## src/rtl/rtc_alarm_pkg.sv

```systemverilog
package rtc_alarm_pkg;

    localparam int NUM_FIELDS = 6;
    localparam int DATA_W     = 8;
    localparam int ADDR_W     = 3;
    localparam int VAL_W      = DATA_W - 1;
    localparam int EN_BIT     = DATA_W - 1;
    localparam int MON_IDX    = 5;

    localparam int CF_BIT  = 7;
    localparam int CIE_BIT = 4;
    localparam int AIE_BIT = 3;
    localparam int AF_BIT  = 0;

    localparam logic [ADDR_W-1:0] CTRL_ADDR = ADDR_W'(NUM_FIELDS);

    typedef enum logic {
        ST_WAIT = 1'b0,
        ST_HELD = 1'b1
    } edge_state_t;

    // Value bits that take part in storage and comparison for each field.
    function automatic logic [VAL_W-1:0] field_mask(input int idx);
        return (idx == MON_IDX) ? VAL_W'(7'h1F) : {VAL_W{1'b1}};
    endfunction

endpackage

```

## src/rtl/rtc_alarm_regs.sv

```systemverilog
module rtc_alarm_regs
    import rtc_alarm_pkg::*;
#(
    parameter int NF = NUM_FIELDS,
    parameter int DW = DATA_W,
    parameter int AW = ADDR_W
) (
    input  logic                       clk,
    input  logic                       por_n,
    input  logic                       mrst,
    input  logic                       wr,
    input  logic [AW-1:0]              addr,
    input  logic [DW-1:0]              wdata,
    output logic [NF-1:0]              en,
    output logic [NF-1:0][DW-2:0]      val
);

    localparam int VW = DW - 1;

    for (genvar g = 0; g < NF; g++) begin : g_field
        logic          sel;
        logic          en_q;
        logic [VW-1:0] val_q;

        assign sel = wr && !mrst && (addr == AW'(g));

        // Enable bit: cleared only by power-on reset.
        always_ff @(posedge clk or negedge por_n) begin
            if (!por_n) begin
                en_q <= 1'b0;
            end else if (sel) begin
                en_q <= wdata[DW-1];
            end
        end

        // Value field: never reset, kept through manual reset.
        always_ff @(posedge clk) begin
            if (sel) begin
                val_q <= wdata[VW-1:0] & field_mask(g);
            end
        end

        assign en[g]  = en_q;
        assign val[g] = val_q;
    end


    en_hold_mrst_chk: assert property (@(posedge clk) disable iff (!por_n)
        mrst |=> (en == $past(en)));

endmodule

```

## src/rtl/rtc_alarm_match.sv

```systemverilog
module rtc_alarm_match
    import rtc_alarm_pkg::*;
#(
    parameter int NF = NUM_FIELDS,
    parameter int DW = DATA_W
) (
    input  logic [NF-1:0]          en,
    input  logic [NF-1:0][DW-2:0]  val,
    input  logic [NF-1:0][DW-1:0]  cnt,
    output logic                   any_en,
    output logic                   match
);

    logic [NF-1:0] hit;

    for (genvar g = 0; g < NF; g++) begin : g_cmp
        assign hit[g] = !en[g] || (val[g] == (cnt[g][DW-2:0] & field_mask(g)));
    end

    assign any_en = |en;
    assign match  = any_en && (&hit);

endmodule

```

## src/rtl/rtc_alarm_edge_fsm.sv

```systemverilog
module rtc_alarm_edge_fsm
    import rtc_alarm_pkg::*;
(
    input  logic clk,
    input  logic por_n,
    input  logic match,
    output logic set_pulse
);

    edge_state_t state_q;
    edge_state_t state_d;

    always_ff @(posedge clk or negedge por_n) begin
        if (!por_n) begin
            state_q <= ST_WAIT;
        end else begin
            state_q <= state_d;
        end
    end

    always_comb begin
        state_d   = state_q;
        set_pulse = 1'b0;
        unique case (state_q)
            ST_WAIT: begin
                if (match) begin
                    state_d   = ST_HELD;
                    set_pulse = 1'b1;
                end
            end
            ST_HELD: begin
                if (!match) begin
                    state_d = ST_WAIT;
                end
            end
            default: state_d = ST_WAIT;
        endcase
    end


    set_single_chk: assert property (@(posedge clk) disable iff (!por_n)
        set_pulse |=> !set_pulse);

endmodule

```

## src/rtl/rtc_ctrl_reg.sv

```systemverilog
module rtc_ctrl_reg
    import rtc_alarm_pkg::*;
#(
    parameter int DW = DATA_W
) (
    input  logic          clk,
    input  logic          por_n,
    input  logic          mrst,
    input  logic          wr_ctrl,
    input  logic [DW-1:0] wdata,
    input  logic          alarm_set,
    input  logic          carry_set,
    output logic          cf,
    output logic          cie,
    output logic          aie,
    output logic          af
);

    logic wr_eff;
    assign wr_eff = wr_ctrl && !mrst;

    always_ff @(posedge clk or negedge por_n) begin
        if (!por_n) begin
            cf  <= 1'b0;
            cie <= 1'b0;
            aie <= 1'b0;
            af  <= 1'b0;
        end else if (mrst) begin
            cf  <= cf | carry_set;
            cie <= 1'b0;
            aie <= 1'b0;
            af  <= alarm_set;
        end else begin
            cf <= carry_set | (cf & !(wr_eff && !wdata[CF_BIT]));
            af <= alarm_set | (af & !(wr_eff && !wdata[AF_BIT]));
            if (wr_eff) begin
                cie <= wdata[CIE_BIT];
                aie <= wdata[AIE_BIT];
            end
        end
    end


    af_set_wins_chk: assert property (@(posedge clk) disable iff (!por_n)
        alarm_set |=> af);


    cf_set_chk: assert property (@(posedge clk) disable iff (!por_n)
        carry_set |=> cf);


    af_clear_chk: assert property (@(posedge clk) disable iff (!por_n)
        (wr_ctrl && !mrst && !wdata[AF_BIT] && !alarm_set) |=> !af);


    cf_mrst_hold_chk: assert property (@(posedge clk) disable iff (!por_n)
        (mrst && !carry_set) |=> (cf == $past(cf)));

endmodule

```

## src/rtl/rtc_alarm_unit.sv

```systemverilog
module rtc_alarm_unit
    import rtc_alarm_pkg::*;
(
    input  logic        clk,
    input  logic        por_n,
    input  logic        mrst,
    input  logic        carry_stb,
    input  logic [7:0]  cnt_sec,
    input  logic [7:0]  cnt_min,
    input  logic [7:0]  cnt_hour,
    input  logic [7:0]  cnt_wday,
    input  logic [7:0]  cnt_mday,
    input  logic [7:0]  cnt_mon,
    input  logic        reg_wr,
    input  logic [2:0]  reg_addr,
    input  logic [7:0]  reg_wdata,
    output logic [7:0]  reg_rdata,
    output logic        alarm_irq,
    output logic        carry_irq
);

    localparam int NF = NUM_FIELDS;
    localparam int DW = DATA_W;

    logic [NF-1:0]          en;
    logic [NF-1:0][DW-2:0]  val;
    logic [NF-1:0][DW-1:0]  cnt;
    logic                   any_en;
    logic                   match;
    logic                   set_pulse;
    logic                   cf, cie, aie, af;

    assign cnt = {cnt_mon, cnt_mday, cnt_wday, cnt_hour, cnt_min, cnt_sec};

    rtc_alarm_regs #(.NF(NF), .DW(DW), .AW(ADDR_W)) u_regs (
        .clk   (clk),
        .por_n (por_n),
        .mrst  (mrst),
        .wr    (reg_wr),
        .addr  (reg_addr),
        .wdata (reg_wdata),
        .en    (en),
        .val   (val)
    );

    rtc_alarm_match #(.NF(NF), .DW(DW)) u_match (
        .en     (en),
        .val    (val),
        .cnt    (cnt),
        .any_en (any_en),
        .match  (match)
    );

    rtc_alarm_edge_fsm u_fsm (
        .clk       (clk),
        .por_n     (por_n),
        .match     (match),
        .set_pulse (set_pulse)
    );

    rtc_ctrl_reg #(.DW(DW)) u_ctrl (
        .clk       (clk),
        .por_n     (por_n),
        .mrst      (mrst),
        .wr_ctrl   (reg_wr && (reg_addr == CTRL_ADDR)),
        .wdata     (reg_wdata),
        .alarm_set (set_pulse),
        .carry_set (carry_stb),
        .cf        (cf),
        .cie       (cie),
        .aie       (aie),
        .af        (af)
    );

    always_comb begin
        reg_rdata = '0;
        if (reg_addr < ADDR_W'(NF)) begin
            reg_rdata = {en[reg_addr], val[reg_addr]};
        end else if (reg_addr == CTRL_ADDR) begin
            reg_rdata[CF_BIT]  = cf;
            reg_rdata[CIE_BIT] = cie;
            reg_rdata[AIE_BIT] = aie;
            reg_rdata[AF_BIT]  = af;
        end
    end

    assign alarm_irq = af & aie;
    assign carry_irq = cf & cie;


    no_enable_no_alarm_chk: assert property (@(posedge clk) disable iff (!por_n)
        !any_en |-> !set_pulse);

endmodule

```

## config.mk

```make
export PLATFORM = sky130hd
export DESIGN_NAME = rtc_alarm_unit
export DESIGN_NICKNAME = d
export VERILOG_FILES = /design/src/rtl/rtc_alarm_pkg.sv /design/src/rtl/rtc_alarm_regs.sv /design/src/rtl/rtc_alarm_match.sv /design/src/rtl/rtc_alarm_edge_fsm.sv /design/src/rtl/rtc_ctrl_reg.sv /design/src/rtl/rtc_alarm_unit.sv
export SDC_FILE = /design/constraint.sdc
export NUM_CORES = 1
export LEC_CHECK = 0
export ABC_AREA = 1
export BUFFER_PORTS_ARGS = -buffer_cell sky130_fd_sc_hd__buf_2
export CAP_MARGIN = 40
export CORE_MARGIN = 5
export CORE_UTILIZATION = 53
export CTS_CLUSTER_DIAMETER = 150
export CTS_CLUSTER_SIZE = 10
export DETAILED_ROUTE_END_ITERATION = 10
export PLACE_DENSITY = 0.87
export SLEW_MARGIN = 20
export SYNTH_ARGS = -nofsm -noshare
export SYNTH_HDL_FRONTEND = slang
export SYNTH_SLANG_ARGS = --single-unit
export TNS_END_PERCENT = 30
```

## constraint.sdc

```tcl
create_clock -name clk -period 1.2 [get_ports clk]
set_input_delay 0.06 -clock clk [delete_from_list [all_inputs] [get_ports clk]]
set_output_delay 0.06 -clock clk [all_outputs]
set_load 0.05 [all_outputs]
```

Yosys cells after proc, flatten, opt, wreduce, memory -nomap -nowiden

Index checks and enable logic that the tools add are counted.

Bits in registers: 51
Input port bits: 64
Output and inout port bits: 10
Logic and storage cells: 91

Magnitude comparators: 2
Equality and inequality tests: 12
Muxes and demuxes: 20
Bitwise gates (word level): 7
Reductions and logical operators: 33

Operators by type and width:

| kind                                               | number |
|---|---|
| == test 7 bit                                      | 5 |
| binary-select mux 7 bit (select 3 bit)             | 1 |
| two-way mux 1 bit                                  | 13 |
| logical AND 1 bit                                  | 12 |
| logical NOT 1 bit                                  | 11 |
| == test 3 bit, second input constant               | 3 |
| two-way mux 2 bit                                  | 4 |
| two-way mux 7 bit                                  | 1 |
| == test 3 x 2 -> 1 bit, second input constant      | 2 |
| logical OR 1 bit                                   | 6 |
| AND reduction 6 bit                                | 1 |
| OR reduction 6 bit                                 | 1 |
| == test 5 bit                                      | 1 |
| bitwise AND 1 bit                                  | 4 |
| < comparator 3 x 4 -> 1 bit, second input constant | 1 |
| binary-select mux 1 bit (select 3 bit)             | 1 |
| == test 3 x 1 -> 1 bit, second input constant      | 1 |
| logical NOT 3 bit                                  | 1 |
| < comparator 3 bit, second input constant          | 1 |
| OR 1 bit                                           | 3 |
| nonzero test 2 bit                                 | 1 |

Depth between registers and ports, before layout

Word-level depth: 8
Gate-level depth with buffers: 11
Depth with buffers taken out: 11

Modules after synthesis

A second synthesis with hierarchy kept.

Cell total of the unflattened synthesis: 421
Area, all modules: 3,191.8 um2

Modules (own cells, without submodules):

| module             | times used | cells each | area an instance (um2) | seq. area each (um2) |
|---|---|---|---|---|
| rtc_alarm_regs     | 1          | 99         | 1,619.1                | 1,351.3 |
| rtc_alarm_match    | 1          | 151        | 725.7                  | 0.0 |
| rtc_alarm_unit     | 1          | 147        | 640.6                  | 0.0 |
| rtc_ctrl_reg       | 1          | 21         | 171.4                  | 100.1 |
| rtc_alarm_edge_fsm | 1          | 3          | 35.0                   | 25.0 |

Worst setup path after synthesis

Ideal clock, no wire load.

Path kind: input -> output
Start point: input reg_addr[1]
End point: output reg_rdata[5]
Arrival: 1,575 ps
Data required time: 1,140 ps
Slack: -435 ps
Cell stages on the path: 5
Buffers on the path: 0
Cell sequence: nor2_4 > inv_2 > nor2_4 > inv_2 > o21ai_0

Longest elaborated chain between the ends: 3
Elaborated cells between the ends (all ways): 4
Classes of those cells: 1 x order compare; 3 x mux

RTL lines:

| element                                 | line                 | text |
|---|---|---|
| start: declaration                      | rtc_alarm_unit.sv:15 | `input logic [2:0] reg_addr,` |
| binary-select mux 7 bit (select 3 bit)  | rtc_alarm_unit.sv:78 | `reg_rdata = {en[reg_addr], val[reg_addr]};` |
| two-way mux 7 bit (implied by the code) | rtc_alarm_unit.sv:78 |  |
| two-way mux 2 bit *                     | rtc_alarm_unit.sv:77 | `if (reg_addr < ADDR_W'(NF)) begin` |
| end: declaration                        | rtc_alarm_unit.sv:17 | `output logic [7:0] reg_rdata,` |

Every way passes the cells marked *; elsewhere a longest branch is shown, timed or not. The select of a mux whose other input is x is not followed.

Worst setup path after layout

Start point: register u_regs.g_field[3].val_q[6]
End point: register u_ctrl.af

Longest elaborated chain between the ends: 8

RTL lines:

| element                  | line                     | text |
|---|---|---|
| start: declaration       | rtc_alarm_regs.sv:23     | `logic [VW-1:0] val_q;` |
| start signal: assignment | rtc_alarm_regs.sv:39     | `val_q <= wdata[VW-1:0] & field_mask(g);` |
| == test 7 bit *          | rtc_alarm_match.sv:17    | `assign hit[g] = !en[g] \|\| (val[g] == (cnt[g][DW-2:0] & field_mask(g)));` |
| logical OR 1 bit *       | rtc_alarm_match.sv:17    |  |
| AND reduction 6 bit *    | rtc_alarm_match.sv:21    | `assign match = any_en && (&hit);` |
| logical AND 1 bit *      | rtc_alarm_match.sv:21    |  |
| two-way mux 1 bit *      | rtc_alarm_edge_fsm.sv:26 | `if (match) begin` |
| two-way mux 1 bit *      | rtc_alarm_edge_fsm.sv:24 | `unique case (state_q)` |
| OR 1 bit                 | rtc_ctrl_reg.sv:35       | `af <= alarm_set \| (af & !(wr_eff && !wdata[AF_BIT]));` |
| two-way mux 1 bit *      | rtc_ctrl_reg.sv:28       | `end else if (mrst) begin` |
| end signal: assignment   | rtc_ctrl_reg.sv:32       | `af <= alarm_set;` |
| end signal: assignment   | rtc_ctrl_reg.sv:35       |  |
| end: declaration         | rtc_ctrl_reg.sv:16       | `output logic af` |

Every way passes the cells marked *; elsewhere a longest branch is shown, timed or not.
A chain may end at the register's enable or synchronous reset.

==> out/results.txt <==
Die Y-Extent: 82.88 um
Post-synth EDFFs: 40
Crit path DAT: 1740 ps
# diodes: 0
Final WL: 8.323 mm
Crit. End Element: flip-flop
Post-layout minimum cycle time: 1492 ps
Port Buffers: 65
CTS HTree Levels: 2
Setup WS pre-CTS: -182.5 ps
# clock sinks: 51
Pins Over Slew Limit: 0
Global-route wire length before repair: 13.10 mm
Outcome: finished, violations left
Clock Latency Late Sink: 310 ps
Asr flop ratio synth: 0.2157
Vias/cell: 5.201
Worst hold path type: input pin to flip-flop
DP HPWL: 6.069 mm
Post-synthesis register bit count: 51
Crit path max fanout: 2
Syn Std Cell Area: 2815 sq um
Area Growth Syn to Fin: 37.33%
CTS tree: done
Starting Density: 0.5477
Initial antenna violation count: 0
Layout Cells excl Fill: 532
Crit-path cells: buf_6, nor2_2, nor2_1, nor2_1, nand2_1, o21ai_2, nand2_1, nor2_2, nand3_2, nand2_2
Prevailing post-synth register cell: edfxtp_1
Crit path kind: flip-flop to flip-flop
CTS Buffer Depth: 2
Post-synthesis net count: 401
Worst setup margin: -292.5 ps
Placer Congestion: 0.9179
Core ar.: 5140 sq um
Vias in the first global route: 2762
Num CTS Buffers: 5
Clock Root Buffer: clkbuf_8
Skew final: 1.944 ps
Initial DRC count: 270
CP peak stage delay: 430 ps
Crit start category: flip-flop
Maxcap violations: 0
Pwr Total: 3.924 mW
Relative slew slack: 0.7326
Die ar.: 6869 sq um
Gr usage total: 0.2368
Cells after synthesis: 337
Share of cells above drive strength 1: 0.3420
Hold_ws: -3.244 ps
I/O pin count: 74
Failing checks: negative hold slack, negative setup slack
Largest net degree at the start of global routing: 15
Nets: 525
WL/cell: 15.64 um
Maximum vdd drop: 0.6302 mV
Pwr dens: 1015 nW/um^2
CTS clk-pin slew, worst paths: 90 ps
Leak: 1.929 nW
Critical Path RT: 1450 ps
Placed Cells: 513
Syn Area/Cell: 8.354 sq um
CP max stage cell: edfxtp_1
Register area share after synthesis: 0.5244
Die W: 82.88 um
Worst-Margin Slew: 400.7 ps
Post-synth cell types: 23
Fin. Hold Viols: 5
Tcrit/Tclk final: 1.244
Ys Warns: 0
Detailed Routing Iterations Pass 1: 5
Fill cell count: 359
Max Fclk: 0.6700 GHz
RSZ-0062 raised after global routing: true
DRC: 0
Grt total ovfl: 0
FP Rows: 26
Final setup viols: 10
ANT nets after route: 0
Routed vias: 2767
[through the flow]
stage / setup TNS, ps / utilization / instance area [sq um]
2_1_floorplan: -1579 / - / 2819
3_3_place_gp: -1260 / 0.6916 / 3555
3_5_place_dp: -1740 / 0.6916 / 3555
4_1_cts: -2064 / 0.7408 / 3807
5_1_grt: -3088 / 0.7522 / 3866
6_report: -2331 / 0.7522 / 3866
[kinds of logic (layout without fill, tap and decap cells)]
family                    after synthesis  in the layout  synth area share
xor gates and xnor gates               18             18           0.05600
and+or+nand+nor                       167            167            0.2520
DFF                                    51             51            0.5244
AOI/OAI and AO/OA                      37             37           0.08178
buffers and inverters                  64            189           0.08577
[cells in the final DEF, fill, tap and decap left out, types with 8 or more instances in the layout]
cell type,netlist,layout
nor2_1,24,19
xnor2_1,10,10
buf_4,0,46
o21ai_0,19,8
dfrtp_1,11,11
buf_2,1,57
nand2_1,123,120
xor2_1,8,8
inv_1,59,54
edfxtp_1,40,40
buf_6,0,11
inv_2,4,8
[synth_stat cells, types with 2 or more instances]
master	count	share of area
edfxtp_1	40	0.43
nor2_4	6	0.024
dfrtp_1	11	0.098
nand3_1	9	0.016
o21ai_0	19	0.034
nor2_1	24	0.032
xor2_1	8	0.025
a22oi_1	8	0.021
o22ai_1	4	0.0089
inv_2	4	0.0053
o211ai_1	2	0.0053
xnor2_1	10	0.031
inv_1	59	0.079
nand2_1	123	0.16
o2111ai_1	2	0.0062
[power by group]
group	switching (mW)	internal [mW]	total, mW
clock network	0.565	0.400	0.964
registers	0.0661	1.99	2.06
logic	0.527	0.374	0.901
[what timing repair did]
item | in CTS | in global routing
gates resized for setup | 39 | 13
hold buffers | 3 | 0
setup buffers | 6 | 2
setup endpoints to repair | 10 | 10
hold endpoints to repair | 17 | 0
pin swaps | 12 | 4
[registers in the layout (all words and copies together) (netlist names)]
signal,count
u_ctrl.af,1
u_ctrl.aie,1
u_ctrl.cf,1
u_ctrl.cie,1
u_fsm.state_q,1
u_regs.g_field.en_q,6
u_regs.g_field.val_q,40
[critical path, delay by kind of cell, from the launching register on]
kind                   cells  cell delay (ps)
AND/OR/NAND/NOR            8              730
flip-flops                 1              430
buffers and inverters      1              150
AO/OA/AOI/OAI              1              130
[area by class of cell]
class / instances / area [sq um] / share of cell area
Timing Repair Buffer: 118 / 804.5 / 0.2081
Multi-Input combinational cell: 222 / 1177 / 0.3045
Tap cell: 70 / 87.58 / 0.02265
Sequential cell: 51 / 1476 / 0.3819
Inverter: 63 / 240.2 / 0.06214
Clock inverter: 2 / 7.507 / 0.001942
Clock buffer: 6 / 72.57 / 0.01877
[per-layer routing]
layer	GRT usage	part of all wire	vias up
met5	0	0	-
met4	0.08172	0.039	0
met3	0.04356	0.089	32
met2	0.4169	0.49	178
met1	0.2906	0.38	1245
li1	-	-	1312
[final timing paths]
| kind | to | cells past startpoint | slack, ps | start |
|---|---|---|---|---|
| max in group asynchronous | u_fsm.state_q | 2 | 840 | por_n |
| min | u_regs.g_field[3].val_q[5] | 1 | -3 | reg_wdata[5] |
| max | u_ctrl.af | 10 | -290 | u_regs.g_field[3].val_q[6] |
| max reg2reg | u_ctrl.af | 10 | -290 | u_regs.g_field[3].val_q[6] |
| min in group asynchronous | u_regs.g_field[2].en_q | 2 | 150 | por_n |
| min reg2reg | u_ctrl.aie | 2 | 550 | u_ctrl.aie |
No activity file was read; power rests on OpenSTA's default activity.
